### src/rtl/rssi_seq_pkg.sv
// Shared types for the signal-strength sample sequencer.
// Assumes nothing beyond IEEE 1800-2017 package support.
package rssi_seq_pkg;

    // Sequencer phases of one receive session
    typedef enum logic [2:0] {
        SEQ_IDLE  = 3'd0,
        SEQ_QUAL  = 3'd1,
        SEQ_START = 3'd2,
        SEQ_WAIT  = 3'd3,
        SEQ_HALT  = 3'd4
    } seq_state_t;

endpackage

### src/rtl/rssi_persist_cnt.sv
// Carrier persistence counter.
// Counts consecutive cycles of a high level while not cleared, and saturates at TERM.
// qual_met is high when the level is high on a cycle where the count already sits at TERM.
// That cycle is the (TERM+1)-th consecutive high sample.
// Assumes TERM >= 1.
module rssi_persist_cnt #(
    parameter int TERM = 50
) (
    input  logic clk,
    input  logic rst_n,
    input  logic clear,
    input  logic level,
    output logic qual_met
);
    localparam int CNT_W = $clog2(TERM + 1);
    localparam logic [CNT_W-1:0] TERM_V = CNT_W'(TERM);

    logic [CNT_W-1:0] cnt_q;

    // Terminal detect for the qualification window
    always_comb begin
        qual_met = level && (cnt_q == TERM_V);
    end

    // Consecutive-sample counter with restart on a low sample or on clear
    always_ff @(posedge clk) begin
        if (!rst_n) begin
            cnt_q <= '0;
        end else if (clear || !level) begin
            cnt_q <= '0;
        end else if (cnt_q != TERM_V) begin
            cnt_q <= cnt_q + 1'b1;
        end
    end


    cnt_bound_chk: assert property (@(posedge clk) disable iff (!rst_n)
        cnt_q <= TERM_V);


    cnt_restart_chk: assert property (@(posedge clk) disable iff (!rst_n)
        !level |=> !qual_met);

endmodule

### src/rtl/rssi_seq_fsm.sv
// Session state machine.
// Sequence: idle, qualify the carrier, issue one start pulse, wait for done, then halt.
// Low rx_en sends any state back to idle.
// Assumes qual_met comes from a counter that is cleared outside the qualify phase.
module rssi_seq_fsm
    import rssi_seq_pkg::*;
(
    input  logic       clk,
    input  logic       rst_n,
    input  logic       rx_en,
    input  logic       qual_met,
    input  logic       adc_done,
    output seq_state_t state,
    output logic       adc_start,
    output logic       capture,
    output logic       cnt_clear
);
    seq_state_t state_d;

    // Next-state selection
    always_comb begin
        state_d = state;
        if (!rx_en) begin
            state_d = SEQ_IDLE;
        end else begin
            case (state)
                SEQ_IDLE:  state_d = SEQ_QUAL;
                SEQ_QUAL:  if (qual_met) state_d = SEQ_START;
                SEQ_START: state_d = SEQ_WAIT;
                SEQ_WAIT:  if (adc_done) state_d = SEQ_HALT;
                SEQ_HALT:  state_d = SEQ_HALT;
                default:   state_d = SEQ_IDLE;
            endcase
        end
    end

    // State register
    always_ff @(posedge clk) begin
        if (!rst_n) state <= SEQ_IDLE;
        else        state <= state_d;
    end

    // Phase-decoded outputs
    always_comb begin
        adc_start = (state == SEQ_START);
        capture   = (state == SEQ_WAIT) && adc_done && rx_en;
        cnt_clear = (state != SEQ_QUAL);
    end


    start_pulse_chk: assert property (@(posedge clk) disable iff (!rst_n)
        adc_start |=> !adc_start);


    start_after_qual_chk: assert property (@(posedge clk) disable iff (!rst_n)
        $rose(adc_start) |-> $past(qual_met));


    capture_halts_chk: assert property (@(posedge clk) disable iff (!rst_n)
        capture |=> (state == SEQ_HALT));


    rx_off_idle_chk: assert property (@(posedge clk) disable iff (!rst_n)
        !rx_en |=> (state == SEQ_IDLE));

endmodule

### src/rtl/rssi_result_reg.sv
// Result holding register.
// Loads the converter code and sets valid on capture, and holds the value afterwards.
// Empties whenever rx_en is sampled low.
// Assumes capture fires at most once per session.
module rssi_result_reg #(
    parameter int CODE_W = 5
) (
    input  logic              clk,
    input  logic              rst_n,
    input  logic              rx_en,
    input  logic              capture,
    input  logic [CODE_W-1:0] code_in,
    output logic [CODE_W-1:0] code_q,
    output logic              valid_q
);
    // Capture, hold and clear of the stored reading
    always_ff @(posedge clk) begin
        if (!rst_n || !rx_en) begin
            code_q  <= '0;
            valid_q <= 1'b0;
        end else if (capture) begin
            code_q  <= code_in;
            valid_q <= 1'b1;
        end
    end


    hold_in_halt_chk: assert property (@(posedge clk) disable iff (!rst_n)
        (valid_q && rx_en) |=> ($stable(code_q) && valid_q));


    clear_on_rx_off_chk: assert property (@(posedge clk) disable iff (!rst_n)
        !rx_en |=> (code_q == '0 && !valid_q));


    valid_from_capture_chk: assert property (@(posedge clk) disable iff (!rst_n)
        $rose(valid_q) |-> $past(capture));

endmodule

### src/rtl/rssi_sequencer.sv
// Top of the signal-strength sample sequencer.
// Combines the carrier and force inputs into one carrier level and qualifies it for
// CLK_MHZ*QUAL_US cycles. It then takes one reading per session and presents
// {zeros, valid, code} as a status word.
// Assumes adc_done and adc_code come from a converter that pulses done once per start.
module rssi_sequencer
    import rssi_seq_pkg::*;
#(
    parameter int CLK_MHZ  = 1,
    parameter int QUAL_US  = 50,
    parameter int CODE_W   = 5,
    parameter int STATUS_W = 8
) (
    input  logic                clk,
    input  logic                rst_n,
    input  logic                rx_en,
    input  logic                carrier_det,
    input  logic                force_cd,
    output logic                adc_start,
    input  logic                adc_done,
    input  logic [CODE_W-1:0]   adc_code,
    output logic [STATUS_W-1:0] rssi_status
);
    localparam int QUAL_CYCLES = CLK_MHZ * QUAL_US;
    localparam int PAD_W       = STATUS_W - CODE_W - 1;

    seq_state_t        state;
    logic              cd_eff;
    logic              qual_met;
    logic              capture;
    logic              cnt_clear;
    logic [CODE_W-1:0] code_q;
    logic              valid_q;

    // Effective carrier: detected or forced by software
    always_comb begin
        cd_eff = carrier_det | force_cd;
    end

    rssi_persist_cnt #(
        .TERM (QUAL_CYCLES)
    ) u_persist (
        .clk      (clk),
        .rst_n    (rst_n),
        .clear    (cnt_clear),
        .level    (cd_eff),
        .qual_met (qual_met)
    );

    rssi_seq_fsm u_fsm (
        .clk       (clk),
        .rst_n     (rst_n),
        .rx_en     (rx_en),
        .qual_met  (qual_met),
        .adc_done  (adc_done),
        .state     (state),
        .adc_start (adc_start),
        .capture   (capture),
        .cnt_clear (cnt_clear)
    );

    rssi_result_reg #(
        .CODE_W (CODE_W)
    ) u_result (
        .clk     (clk),
        .rst_n   (rst_n),
        .rx_en   (rx_en),
        .capture (capture),
        .code_in (adc_code),
        .code_q  (code_q),
        .valid_q (valid_q)
    );

    // Status word assembly with zero upper bits
    always_comb begin
        rssi_status = {{PAD_W{1'b0}}, valid_q, code_q};
    end


    force_qualifies_chk: assert property (@(posedge clk) disable iff (!rst_n)
        $rose(adc_start) |-> $past(cd_eff));


    reset_quiet_chk: assert property (@(posedge clk)
        !rst_n |=> (!adc_start && rssi_status == '0));

endmodule

### config.mk
export PLATFORM = sky130hd
export DESIGN_NAME = rssi_sequencer
export DESIGN_NICKNAME = d
export VERILOG_FILES = /design/src/rtl/rssi_seq_pkg.sv /design/src/rtl/rssi_persist_cnt.sv /design/src/rtl/rssi_seq_fsm.sv /design/src/rtl/rssi_result_reg.sv /design/src/rtl/rssi_sequencer.sv
export SDC_FILE = /design/constraint.sdc
export NUM_CORES = 1
export LEC_CHECK = 0
export CAP_MARGIN = 20
export CORE_AREA = 2 2 39 41
export DETAILED_ROUTE_END_ITERATION = 10
export DIE_AREA = 0 0 41 43
export DONT_BUFFER_PORTS = 1
export HOLD_SLACK_MARGIN = 0.12
export PLACE_DENSITY_LB_ADDON = 0.15
export SETUP_SLACK_MARGIN = 0.2
export SLEW_MARGIN = 20
export SYNTH_ARGS = -nofsm -noshare
export SYNTH_HDL_FRONTEND = slang
export SYNTH_HIERARCHICAL = 1
export SYNTH_SLANG_ARGS = --single-unit
### constraint.sdc
create_clock -name clk -period 2.02 [get_ports clk]
set_input_delay 0.303 -clock clk [delete_from_list [all_inputs] [get_ports clk]]
set_output_delay 0.303 -clock clk [all_outputs]
set_load 0.005 [all_outputs]
After elaboration in Yosys (flattened, before gate mapping)
Cells that the tools add are included.
W data, S select, Z words.
- register bits after elaboration: 15
- input bits: 11
- output and inout port bits: 9
- add/subtract/negate cells: 1
- eq/ne operators: 9
- multiplexer cells: 3
- bitwise logic cells: 2
- reductions and logical operators: 12
- operator list (operator ; count):
    $pmux W3 S5 ; 1
    $add A6 B1 Y6 const B ; 1
    $eq A3 B2 Y1 const B ; 2
    $eq A6 B6 Y1 const B ; 1
    $mux W3 ; 2
    $ne A6 B6 Y1 const B ; 1
    $ne A2 B2 Y1 const B ; 2
    $reduce_and A2 Y1 ; 2
    $eq A3 B1 Y1 const B ; 1
    $eq A3 B3 Y1 const B ; 1
    $logic_and A1 B1 Y1 ; 3
    $logic_not A1 Y1 ; 3
    $logic_not A3 Y1 ; 1
    $ne A3 B1 Y1 const B ; 1
    $logic_or A1 B1 Y1 ; 2
    $reduce_or A2 Y1 ; 1
    $not A1 Y1 ; 1
    $or A1 B1 Y1 ; 1

Depth between registers and ports, before layout
- word-level depth: 4
- gate-level depth with buffers: 7
- mapped depth without buffers: 7

Cells and area by module
Netlist, hierarchy kept.
- by module, submodules not included (module ; instances ; cells each ; area an instance (sq um) ; seq. area each (sq um)):
    rssi_persist_cnt ; 1 ; 32 ; 304.0 ; 120.1
    rssi_result_reg ; 1 ; 20 ; 211.5 ; 120.1
    rssi_seq_fsm ; 1 ; 17 ; 156.4 ; 60.1
    rssi_sequencer ; 1 ; 5 ; 32.5 ; 0.0

Worst setup path before layout
Ideal clock, no wire load.
- path kind: reg-to-reg
- start point: register u_persist.cnt_q[0]
- end point: register u_fsm.state[0]
- setup time: 0.070 ns
- arrival time: 1.413 ns
- slack: 0.538 ns
- cell stages (with the launch flop): 8
- buffers on the path: 0
- clock period less this slack: 1.482 ns
- path through: dfxtp_1 > inv_1 > ha_1 > nand4b_1 > nor2_1 > and2_1 > mux2_2 > a21oi_1
- word-level cells in the longest chain between the ends: 4
- RTL lines (what ; line ; text):
    from (decl) ; rssi_persist_cnt.sv:18 ; logic [CNT_W-1:0] cnt_q;
    from (signal assigned) ; rssi_persist_cnt.sv:32 ; cnt_q <= cnt_q + 1'b1;
    $eq A6 B6 Y1 ; rssi_persist_cnt.sv:22 ; qual_met = level && (cnt_q == TERM_V);
    $logic_and A1 B1 Y1 ; rssi_persist_cnt.sv:22 ;
    via qual_met ; rssi_sequencer.sv:29 ; logic qual_met;
    $ne A2 B2 Y1 (no source line) ; -- ;
    $reduce_and A2 Y1 (no source line) ; -- ;
    to (signal assigned) ; rssi_seq_fsm.sv:40 ; else state <= state_d;
    to (decl) ; rssi_seq_fsm.sv:13 ; output seq_state_t state,
The timed path passes the listed nets, and every way through them passes these cells.
A chain may end at the register's enable or synchronous reset.

Worst setup path after layout
Same ends and word-level chain as after synthesis.

==> flow_summary.yaml <==
power_and_ir_drop:
  p_per_area_nw_per_um2: 673
  ir_drop_mv: 0.396
  power_uw: 477
  power_leakage_nw: 0.240
drt:
  detail_route.iter0.violations: 4
  wl_um: 1000
  drtPass1Iterations: 2
  detail_route.wl_per_cell_um: 11.2
  vias_per_cell: 5.22
  drc: 0
  final_antenna_net_count: 0
  vias: 470
yosys:
  synth_edf_count: 0
  synth-seq-cells: 15
  netlist_instances: 74
  synth_seq_area_share: 0.426
  ys_types: 26
  synth_warnings: 6
  synth_area_um2: 704
  ys.flop_type: "dfxtp_1"
  synth-async-reset-ratio: 0
  syn_area_per_cell_um2: 9.52
placement:
  dpl_cell_area_um2: 683
  dp.final_hpwl_um: 759
  pre_cts_slack_ns: 0.422
  io_buffers: 0
  gp_congestion: 0.654
cells_and_area:
  antenna_cells: 0
  syn_to_final_growth_pct: 0.710
  fin_area_um2: 709
  nNetsFinal: 88
  final_layout_size_suffix_gt1_frac: 0.0811
  nFillCells: 142
floorplan:
  start_util: 0.509
  die_w_um: 41
  core_um2: 1380
  std_cell_rows: 14
  die_h_um: 43
  io_pins: 20
  design.die.area_um2: 1760
clock_tree:
  cts_made_buffers: 3
  clkSinkCount: 15
  path_clk_slew_ns: 0.09
  postCtsHoldBufs: 0
  cts.path.max_buffers: 2
  htree_num_levels: 1
  post-cts-setup-buffers: 0
  postCtsResizedCells: 0
  cts_tree: "yes"
  insertion_delay_ns: 0.27
  root_buffer: "clkbuf_4"
timing:
  finalCritPeriodShare: 0.798
  finalCriticalPeriod_ns: 1.61
  finalSetupTns_ns: 0
  fmax_mhz: 621
  fin_skew_ns: 0.00212
  setup_ws_ns: 0.409
  grt_setup_unrepaired: "no"
  setup_violations: 0
  finalHoldViolCount: 0
  slew_violations: 0
  relSlewSlack: 0.622
  tightest_slew_ns: 0.564
global_route:
  grt_max_degree: 9
  grt_util_all_layers: 0.130
  antenna_found_initial: 0
  grt_pass1_wl_um: 1570
  grt_pass1_vias: 397
  gr-total-overflow: 0
run_status:
  status: "finished, final reports clean"
setup_path:
  critPathRequiredTime_ns: 2.23
  crit_type: "reg2reg"
  end_kind: "flip-flop"
  path_max_fanout: 5
  worstPathArrival_ns: 1.82
  setup.worst_path.start_class: "flip-flop"
worst_hold_path:
  worstHoldPathType: "in2reg"
run:
  maxCapViolCount: 0
-- cell usage in the layout (no fill, tap or decap) --
| master | n |
|---|---|
| a21bo_2 | 1 |
| a21oi_1 | 4 |
| and2_1 | 1 |
| clkbuf_1 | 1 |
| clkbuf_4 | 3 |
| conb_1 | 2 |
| dfxtp_1 | 15 |
| ha_1 | 2 |
| inv_1 | 2 |
| mux2_2 | 1 |
| mux2i_1 | 5 |
| nand2_1 | 3 |
| nand3_1 | 1 |
| nand3_4 | 1 |
| nand3b_1 | 3 |
| nand4b_1 | 2 |
| nor2_1 | 10 |
| nor3_1 | 6 |
| nor3b_1 | 1 |
| o21a_1 | 2 |
| o21ai_0 | 1 |
| or2_1 | 1 |
| or3_1 | 1 |
| or3b_1 | 2 |
| xnor2_1 | 1 |
| xor2_1 | 2 |
-- flip-flops by register name, summed over array words and instances (netlist names) --
name,cells
u_result/valid_q,1
u_result/code_q,5
u_fsm/state,3
u_persist/cnt_q,6
-- routing by layer --
| metal | vias to the layer above | share of wire | wire, um | track usage |
|---|---|---|---|---|
| li1 | 251 | - | - | - |
| met1 | 209 | 0.47 | 476 | 0.168 |
| met2 | 10 | 0.47 | 470 | 0.184 |
| met3 | 0 | 0.057 | 57 | 0.0471 |
| met4 | 0 | 0 | 0 | 0.0600 |
| met5 | - | 0 | 0 | 0 |
-- per-stage QoR --
step | cells | utilization | hold slack [ns]
after floorplan | 75 | - | 0.419
after global placement | 86 | 0.494 | 0.426
after detailed placement | 86 | 0.494 | 0.426
after CTS | 90 | 0.513 | 0.125
after global routing | 90 | 0.513 | 0.132
final | 90 | 0.513 | 0.135
-- logic make-up (layout without fill, tap and decap cells) --
| family | Yosys count | after routing | share of synthesized area |
|---|---|---|---|
| AOI/OAI and AO/OA | 8 | 8 | 0.0710 |
| xor gates and xnor gates | 3 | 3 | 0.0373 |
| adders and majority gates | 2 | 2 | 0.0355 |
| buffers and inverters | 7 | 6 | 0.0746 |
| DFF | 15 | 15 | 0.426 |
| muxes | 6 | 6 | 0.0870 |
| other | 1 | 2 | 0.00532 |
| and+or+nand+nor | 32 | 32 | 0.263 |
-- Yosys cell counts, types with 2 or more instances --
cell type	count	area share
nor2_1	10	0.053
nor3_1	6	0.043
nand2_1	3	0.016
buf_6	2	0.032
dfxtp_1	15	0.43
nand3b_1	3	0.032
mux2i_1	5	0.071
nand4b_1	2	0.025
inv_1	2	0.011
xor2_1	2	0.025
buf_4	3	0.032
a21oi_1	4	0.028
or3b_1	2	0.025
o21a_1	2	0.021
ha_1	2	0.036
-- worst paths after layout --
check / from / endpoint / slack, ns / cells past startpoint
setup / recovery: u_persist/cnt_q[0]$_SDFFE_PP0P_ / u_fsm/state[0]$_SDFFE_PN0P_ / 0.41 / 7
hold reg to reg: u_result/valid_q$_SDFFE_PP0P_ / u_result/valid_q$_SDFFE_PP0P_ / 0.49 / 2
setup reg to reg: u_persist/cnt_q[0]$_SDFFE_PP0P_ / u_fsm/state[0]$_SDFFE_PN0P_ / 0.41 / 7
hold / removal: rx_en / u_fsm/state[2]$_SDFFE_PN0P_ / 0.13 / 2
-- worst max-delay path, stage by stage, from the launching register on --
cell      delay (ns)
dfxtp_1         0.44
inv_1           0.07
ha_1            0.19
nand4b_1        0.20
nor2_1          0.10
and2_1          0.18
mux2_2          0.25
a21oi_1         0.13
-- report_power, final --
| group | leakage (nW) | switching, mW | internal (mW) | total (mW) |
|---|---|---|---|---|
| clock network | 0.0150 | 0.0887 | 0.0764 | 0.165 |
| logic | 0.104 | 0.00682 | 0.00481 | 0.0116 |
| registers | 0.121 | 0.00322 | 0.297 | 0.301 |
-- cell type report --
type                            instances  area (um^2)  share of cell area
Clock buffer                            4         26.3              0.0370
Inverter                                2         7.51              0.0106
Tap cell                               16         20.0              0.0282
Multi-Input combinational cell         53          355               0.501
Sequential cell                        15          300               0.423
Note: power is estimated with default switching activity, not from simulation.
